`config.mk`:
```
export PLATFORM = sky130hd
export DESIGN_NAME = misalign_split
export DESIGN_NICKNAME = d
export VERILOG_FILES = /design/src/rtl/misalign_split.sv
export SDC_FILE = /design/constraint.sdc
export NUM_CORES = 1
export LEC_CHECK = 0
export ABC_AREA = 1
export BUFFER_PORTS_ARGS = -buffer_cell sky130_fd_sc_hd__buf_4
export CELL_PAD_IN_SITES_DETAIL_PLACEMENT = 1
export CELL_PAD_IN_SITES_GLOBAL_PLACEMENT = 1
export CORE_MARGIN = 2
export CORE_UTILIZATION = 39
export DETAILED_ROUTE_END_ITERATION = 8
export HOLD_SLACK_MARGIN = 0.12
export PLACE_DENSITY = 0.93
export SLEW_MARGIN = 20
export SYNTH_ARGS = -nofsm -noshare
export SYNTH_HDL_FRONTEND = slang
export SYNTH_SLANG_ARGS = --single-unit
```
`constraint.sdc`:
```
create_clock -name clk -period 3.6 [get_ports clk]
set_clock_uncertainty 0.1 [all_clocks]
set_input_delay 0.72 -clock clk [delete_from_list [all_inputs] [get_ports clk]]
set_output_delay 0.72 -clock clk [all_outputs]
set_load 0.05 [all_outputs]
```
`src/rtl/misalign_split.sv`:
```
module misalign_split #(
  parameter int ADDR_W = 32
) (
  input  logic              clk,
  input  logic              rst_n,
  input  logic              req_valid,
  output logic              req_ready,
  input  logic              req_write,
  input  logic [1:0]        req_size,
  input  logic [ADDR_W-1:0] req_addr,
  input  logic [31:0]       req_wdata,
  input  logic              req_lock,
  output logic              mem_valid,
  input  logic              mem_ready,
  output logic              mem_write,
  output logic [ADDR_W-1:0] mem_addr,
  output logic [3:0]        mem_strb,
  output logic [31:0]       mem_wdata,
  input  logic [31:0]       mem_rdata,
  output logic              rsp_valid,
  output logic              rsp_fault,
  output logic [31:0]       rsp_rdata
);

  localparam logic [ADDR_W-1:0] WORD_STEP = ADDR_W'(4);

  typedef enum logic [1:0] {S_IDLE, S_LO, S_HI, S_RSP} st_t;

  st_t               st;
  logic              r_write;
  logic [1:0]        r_size;
  logic [1:0]        r_off;
  logic [ADDR_W-1:0] r_base;
  logic [31:0]       r_wdata;
  logic              r_fault;
  logic [63:0]       rbuf;

  logic [3:0]  len_mask;
  logic [7:0]  strb8;
  logic [63:0] wide_w;
  logic [63:0] shifted;
  logic [31:0] byte_keep;
  logic        crosses;
  logic        take;
  logic        misal;

  always_comb begin
    case (r_size)
      2'd0:    len_mask = 4'b0001;
      2'd1:    len_mask = 4'b0011;
      default: len_mask = 4'b1111;
    endcase
  end

  assign strb8     = {4'b0000, len_mask} << r_off;
  assign wide_w    = {32'd0, r_wdata} << {r_off, 3'b000};
  assign crosses   = |strb8[7:4];
  assign shifted   = rbuf >> {r_off, 3'b000};
  assign byte_keep = {{8{len_mask[3]}}, {8{len_mask[2]}}, {8{len_mask[1]}}, {8{len_mask[0]}}};

  assign take  = req_valid && req_ready;
  assign misal = (req_size == 2'd1 && req_addr[0]) ||
                 (req_size[1] && req_addr[1:0] != 2'b00);

  assign req_ready = (st == S_IDLE);
  assign mem_valid = (st == S_LO) || (st == S_HI);
  assign mem_write = r_write;
  assign mem_addr  = (st == S_HI) ? r_base + WORD_STEP : r_base;
  assign mem_strb  = (st == S_HI) ? strb8[7:4] : strb8[3:0];
  assign mem_wdata = (st == S_HI) ? wide_w[63:32] : wide_w[31:0];

  assign rsp_valid = (st == S_RSP);
  assign rsp_fault = (st == S_RSP) && r_fault;
  assign rsp_rdata = (st == S_RSP && !r_write && !r_fault) ? (shifted[31:0] & byte_keep) : 32'd0;

  always_ff @(posedge clk) begin
    if (!rst_n) begin
      st      <= S_IDLE;
      r_write <= 1'b0;
      r_size  <= 2'd0;
      r_off   <= 2'd0;
      r_base  <= '0;
      r_wdata <= 32'd0;
      r_fault <= 1'b0;
      rbuf    <= 64'd0;
    end else begin
      case (st)
        S_IDLE: if (take) begin
          r_write <= req_write;
          r_size  <= req_size;
          r_off   <= req_addr[1:0];
          r_base  <= {req_addr[ADDR_W-1:2], 2'b00};
          r_wdata <= req_wdata;
          r_fault <= req_lock && misal;
          rbuf    <= 64'd0;
          st      <= (req_lock && misal) ? S_RSP : S_LO;
        end
        S_LO: if (mem_ready) begin
          if (!r_write) rbuf[31:0] <= mem_rdata;
          st <= crosses ? S_HI : S_RSP;
        end
        S_HI: if (mem_ready) begin
          if (!r_write) rbuf[63:32] <= mem_rdata;
          st <= S_RSP;
        end
        default: st <= S_IDLE;
      endcase
    end
  end

endmodule

```
### Word level (Yosys, flattened, before mapping)

Cells that the tools add are included.

* flip-flop bits (word level): 134
* logic and storage cells: 61

* bitwise gates (word level): 1
* reductions and logical operators: 21
* equality and inequality tests: 10
* multiplexer cells: 16
* shift-type cells: 3
* $add $sub $neg: 1

Operators by type and width (number)
* two-way mux 32 bit: 5
* one-hot mux 32 bit (2 select lines): 2
* two-way mux 64 bit: 1
* left shift 32 x 5 -> 64 bit: 1
* right shift 64 x 5 -> 32 bit: 1
* adder 32 x 3 -> 32 bit, second input constant: 1
* AND 32 bit: 1
* two-way mux 2 bit: 4
* inequality test 2 bit, second input constant: 4
* one-hot mux 4 bit (2 select lines): 1
* AND reduction 4 bit: 2
* left shift 4 x 2 -> 8 bit: 1
* logical AND 1 bit: 7
* == test 2 x 1 -> 1 bit, second input constant: 3
* one-hot mux 2 bit (3 select lines): 1
* nonzero test 2 bit: 3
* == test 2 bit, second input constant: 2
* zero test 2 bit: 2
* two-way mux 4 bit: 1
* OR reduction 4 bit: 1
* AND reduction 3 bit: 1
* zero test 1 bit: 2
* logical OR 1 bit: 2
* inequality test 2 x 1 -> 1 bit, second input constant: 1
* 2 further kinds: 2

### Longest topological paths before layout

Gate-level depths: netlist of run 1.

* depth after elaboration: 7
* mapped depth: 11
* depth with buffers taken out: 10

### Worst setup path after synthesis of run 1

Ideal clock, no wire load.

* kind: register -> output
* start point: reg st[0]
* end point: out rsp_rdata[10]
* buffers on the path: 0
* stages on the path, launching flop included: 6
* setup slack: 307 ps
* required time: 2780 ps
* arrival time: 2473 ps
* cell sequence: dfxtp_1 -> ha_1 -> nand2_1 -> inv_1 -> nand2_1 -> a211oi_1

* longest elaborated chain between the ends: 4

Ends and longest elaborated chain
* start: declaration: RTL line 29 `st_t st;`
* start signal: assignment: RTL line 96 `st <= (req_lock && misal) ? S_RSP : S_LO;`
* start signal: assignment: RTL line 100 `st <= crosses ? S_HI : S_RSP;`
* == test 2 bit
* net rsp_valid: RTL line 20 `output logic rsp_valid,`
* logical AND 1 bit (2 in a row): RTL line 74 `assign rsp_rdata = (st == S_RSP && !r_write && !r_fault) ? (shifted[31:0] & byte_keep) : 32'd0;`
* two-way mux 32 bit: RTL line 74
* end: declaration: RTL line 22 `output logic [31:0] rsp_rdata`

The timed path passes the listed nets, and every way through them passes these cells.

### Final worst setup path of run 1

* start point: reg st[0]
* end point: out mem_wdata[5]

* longest elaborated chain between the ends: 2

Ends and longest elaborated chain
* == test 2 bit: RTL line 70 `assign mem_wdata = (st == S_HI) ? wide_w[63:32] : wide_w[31:0];`
* two-way mux 32 bit: RTL line 70
* end: declaration: RTL line 18 `output logic [31:0] mem_wdata,`

Every way passes these cells.

==> metrics, run 1 <==
nets=1365; final cell utilization of the core=0.5123; Max clock buf depth=2; Final Slew Violations=0; CP max-delay cell=nor2_2; layout cells sized above 1=0.2561; DRT antenna net count=0; grt ovf=0; I/O pin count=209; routed len/inst=18.82 um; hold path startpoint=rbuf[0]$_SDFFE_PN0P_; hold_buf cts=0; Die ar.=19960 um2; die height=141.3 um; DRC errors left=0; crit path DAT=2.61 ns; Die Wd=141.3 um; Hold Fails Final Rpt=0; sequential area share after synthesis=0.3433; most frequent cells in the layout=249 x nand2_1, 218 x buf_4, 128 x o21ai_0; placed insts=1470; Worst-Skew Late Latency=0.42 ns; Setup Crit Path Kind=flop to output pin; Crit. Startpoint=st[0]$_SDFFE_PN0P_; final setup violation count=0; ys async rst share=0; DP HPWL=19390 um; Worst Hold Class=flop to flop; RR Startpoint=st[0]$_SDFFE_PN0P_; first-pass GRT wire length=43690 um; wirelength, routed=28320 um; gr usage total=0.2783; largest net degree at the start of global routing=98; fin cells=1505; CTS resizes=0; Clock Pin Slew Worst Setup and Hold Paths=0.06 ns; via/cell ratio=5.482; CTS sink cnt=126; Placed Area=8905 um2; postcts setup bufs=0; clk root buf=clkbuf_16; synth warn=0; antenna violations before repair=2; post-route design area=9519 um2; Pwr Density=872.9 nW/um2; Post-synth EDFFs=0; number of global-route vias before repair=8239; Netlist Area Pre-Place=7348 um2; critical-path cell list=inv_1 > ha_2 > nor2_2 > nand2_1 > o21ai_0 > buf_4; Placer Congestion=0.8823; Vias=8250; static leakage=0.003937 uW; CP peak stage delay=0.40 ns; row count=50; Post-Synthesis Cells=1092; port bufs=206; first drt pass iteration count=4; Worst Setup End Kind=output pin; Slew Limit Headroom=0.4306; largest fanout on the critical path=11; RSZ-0062 raised after global routing=false; CTS tree=done; maximum vdd drop=0.4333 mV; initial DRC count=483; Post-synth top flop=dfxtp_1; commonest non-fill, non-tap cell in the layout=nand2_1; maximum clock frequency=291.9 MHz; startpoint types=flop; growth of design area from synthesis to finish=29.54%; post-layout minimum cycle time=3.425 ns; fraction of the cycle the final worst path needs=0.9515; total CTS buffers=17; CORE AREA=18580 um2; critical path required time=2.78 ns; pre-CTS WS=0.6455 ns; Yosys reg bits=126; status=finished clean; final worst slack=0.1747 ns; Avg Inst Size Synth=6.729 um2; Setup TNS Final=0 ns; Starting Density=0.3955; CTS H-Tree Depth=4; Worst Tran Pin Value=0.8541 ns; distinct cell type count after synthesis=37; max-cap violation count=0
-- metal layers --
layer,up-vias,routed length (um),global-route usage
li1,3941,-,-
met1,3961,12340,0.3591
met2,291,13080,0.4446
met3,57,2031,0.07459
met4,0,872,0.1095
met5,-,0,0
-- registers in the layout, summed over array words and instances (netlist names) --
signal     count
rbuf          56
r_wdata       32
r_base        30
r_off          2
r_size         2
st             2
mem_write      1
r_fault        1
-- worst max-delay path, delay by kind of cell, from the launching register on --
kind	cells	cell delay [ns]
AND/OR/NAND/NOR	2	0.76
flip-flops	1	0.39
AO/OA/AOI/OAI	1	0.38
buffers and inverters	2	0.36
adder cells (fa/ha/maj)	1	0.30
-- through the flow --
| step | power (uW) | hold WS [ns] |
|---|---|---|
| floorplan | 5244 | 0.3413 |
| global placement | 6372 | 0.3493 |
| detailed placement | 6472 | 0.3574 |
| CTS | 8267 | 0.3670 |
| global route | 8737 | 0.3823 |
| finish | 8309 | 0.3674 |
-- logic make-up after synthesis --
kind of cell | synth area share
flops | 0.3433
other cells | 0.0005103
mux | 0.006811
simple gates | 0.2872
xor+xnor | 0.02622
fa+ha+maj | 0.008514
buf+inv | 0.09688
compound gates | 0.2305
-- cell type report --
cell class / count / area [um2]
fill: 2427 / 9061
multi-input combinational: 809 / 4125
sequential: 126 / 2524
timing repair buffer: 219 / 1657
clock buffer: 19 / 442.9
inverter: 82 / 312.8
tap: 234 / 292.8
clock inverter: 13 / 152.6
timing repair inverter: 1 / 7.507
antenna: 2 / 5.005
-- path summary, 6_finish.rpt --
path	to	slack [ns]	cells after the start
max	mem_wdata[5]	0.17	6
min	rbuf[0]$_SDFFE_PN0P_	0.37	2
max reg2reg	rbuf[17]$_SDFFE_PN0P_	1.01	10
min reg2reg	rbuf[0]$_SDFFE_PN0P_	0.37	2
-- cells in the mapped netlist (all sizes together), types with 2 or more instances --
library cell | count | area, um2
o221ai | 8 | 70.07
xnor2 | 6 | 52.55
xor2 | 16 | 140.1
buf | 45 | 286.5
nand3 | 76 | 545.5
nand2 | 256 | 975.9
ha | 5 | 62.56
o22ai | 17 | 106.4
clkbuf | 31 | 116.4
o21ai | 134 | 670.6
nor2 | 110 | 452.9
dfxtp | 126 | 2522
a21oi | 132 | 705.7
a211oi | 9 | 67.56
a31oi | 8 | 50.05
nand4 | 5 | 31.28
clkinv | 2 | 8.750
or2 | 16 | 100.1
inv | 80 | 300.3
mux2i | 5 | 50.05
-- power by group --
| group | switching, uW | internal, uW |
|---|---|---|
| Combinational | 3340 | 1200 |
| Clock | 707 | 1050 |
| Sequential | 289 | 1710 |
| Total | 4340 | 3970 |
No activity file was read; power rests on OpenSTA's default activity.
==> run 2: changes to the inputs <==
Settings changed: CORE_UTILIZATION 39 to 40, CTS_BUF_LIST set to sky130_fd_sc_hd__clkbuf_4 sky130_fd_sc_hd__clkbuf_8, PLACE_DENSITY 0.93 to 0.95.
==> metrics, run 2 (synthesis results as in run 1) <==
Tot Pwr=7990 uW (-3.8%); Setup TNS Final=0 ns (unchanged); initial DRC count=591 (+22%); nets=1363 (-0.15%); Die ar.=19470 um2 (-2.4%); hold path depth=2 (unchanged); largest registers=rbuf (56), r_wdata (32), r_base (30); CTS resizes=0 (unchanged); hold path endpoint=rbuf[49]$_SDFFE_PN0P_; port bufs=206 (unchanged); maximum clock frequency=299.8 MHz (+2.7%); max reg flops=56 (unchanged); maximum vdd drop=0.6006 mV (+39%); fillers=2406 (-0.87%); number of global-route vias before repair=8365 (+1.5%); DP HPWL=20200 um (+4.1%); hold path startpoint=rbuf[49]$_SDFFE_PN0P_; depth of the worst register-to-register path=9 (-1); routed len/inst=18.91 um (+0.46%); most frequent cells in the layout=249 x nand2_1, 214 x buf_4, 128 x o21ai_0; critical-path cell list=inv_1 > ha_2 > nor2_1 > inv_1 > o221ai_1 > buf_4; Top reg by flops=rbuf; Slew Limit Headroom=0.4894 (+0.05884); post-route design area=9376 um2 (-1.5%); Max clock buf depth=2 (unchanged); fraction of the cycle the final worst path needs=0.9266 (-0.02485); Die Wd=139.5 um (-1.2%); Most common cell on crit path=inv_1; largest net degree at the start of global routing=97 (-1.0%); growth of design area from synthesis to finish=27.60%; Setup Crit Path Kind=flop to output pin; CTS sink cnt=126 (unchanged); die height=139.5 um (-1.2%); first-pass GRT wire length=44510 um (+1.9%); Worst-Skew Late Latency=0.45 ns (+0.03 ns); Starting Density=0.4077 (+0.01219); commonest non-fill, non-tap cell in the layout=nand2_1; RR Startpoint=st[1]$_SDFFE_PN0P_; final setup violation count=0 (unchanged); via/cell ratio=5.547 (+1.2%); Worst Hold Class=flop to flop; I/O pin count=209 (unchanged); Clock Pin Slew Worst Setup and Hold Paths=0.08 ns (+0.02 ns); crit path DAT=2.52 ns (-0.09 ns); grt ovf=0 (unchanged); antenna violations before repair=2 (unchanged); max-cap violation count=0 (unchanged); total CTS buffers=17 (unchanged); Final Slew Violations=0 (unchanged); Vias=8304 (+0.65%); Reg2Reg Setup Slack=0.99 ns (-0.02 ns); CTS H-Tree Depth=4 (unchanged); Placed Area=8929 um2 (+0.27%); Worst Setup End Kind=output pin; R2R Path End=rbuf[22]$_SDFFE_PN0P_; DRT antenna net count=0 (unchanged); RSZ-0062 raised after global routing=false; CP max-delay cell=inv_1; Worst Tran Pin Value=0.7647 ns (-0.08938 ns); row count=49 (-2.0%); CORE AREA=18020 um2 (-3.0%); DRC errors left=0 (unchanged); static leakage=0.003886 uW (-1.3%); Hold Fails Final Rpt=0 (unchanged); Pwr Density=852.2 nW/um2 (-2.4%); first drt pass iteration count=4 (unchanged); layout cells sized above 1=0.2541 (-0.001964); startpoint types=flop; critical path required time=2.78 ns (about the same); postcts setup bufs=0 (unchanged); hold_buf cts=0 (unchanged); CP peak stage delay=0.43 ns (+0.03 ns); post-layout minimum cycle time=3.336 ns (-0.08945 ns); gr usage total=0.2853 (+0.006996); WHS=0.3656 ns (-0.001810 ns); largest fanout on the critical path=22 (+11); Crit. Startpoint=st[0]$_SDFFE_PN0P_; Placer Congestion=0.9229 (+4.6%); clk root buf=clkbuf_8; CTS tree=done; status=finished clean; wirelength, routed=28300 um (about the same)
## run 2: worst max path at each step
stage	end	slack, ns	cells after the start
global placement	mem_wdata[23]	0.92	6
global route	mem_wdata[17]	0.06	6
detailed placement	mem_wdata[17]	0.78	6
floorplan	rsp_rdata[10]	0.31	5
finish	mem_wdata[17]	0.26	6
CTS	mem_wdata[17]	0.29	6
## run 2: worst max-delay path: cells and delay by family, from the launching register on
kind | cells | cell delay (ns)
AOI/OAI and AO/OA | 1 | 0.32
DFF | 1 | 0.38
buffers and inverters | 3 | 0.76
and+or+nand+nor | 1 | 0.33
adders and majority gates | 1 | 0.28
## run 2: cell type report
cell class	instances	area, um2	area share
multi-input combinational	809	4123	0.4397
sequential	126	2524	0.2691
timing repair buffer	218	1687	0.1799
inverter	82	309.0	0.03296
tap	229	286.5	0.03056
clock buffer	22	284.0	0.03029
clock inverter	10	161.4	0.01721
antenna	1	2.502	0.0002669
## run 2: report_power, final
part	internal, uW	switching, uW
Sequential	1710	284
Clock	813	596
Combinational	1220	3360
Total	3750	4240
## run 2: metal layers
metal,vias up,part of all wire,GRT usage
li1,3931,-,-
met1,4022,0.41,0.3596
met2,297,0.48,0.4721
met3,52,0.080,0.07743
met4,2,0.028,0.09895
met5,-,0.00057,0
## run 2: metrics by stage
step | std cells | worst slack (ns) | utilization
2_1_floorplan | 1093 | 0.3069 | -
3_3_place_gp | 1464 | 0.9220 | 0.4953
3_5_place_dp | 1464 | 0.7822 | 0.4953
4_1_cts | 1496 | 0.2949 | 0.5201
5_1_grt | 1496 | 0.06405 | 0.5201
6_report | 1497 | 0.2641 | 0.5202
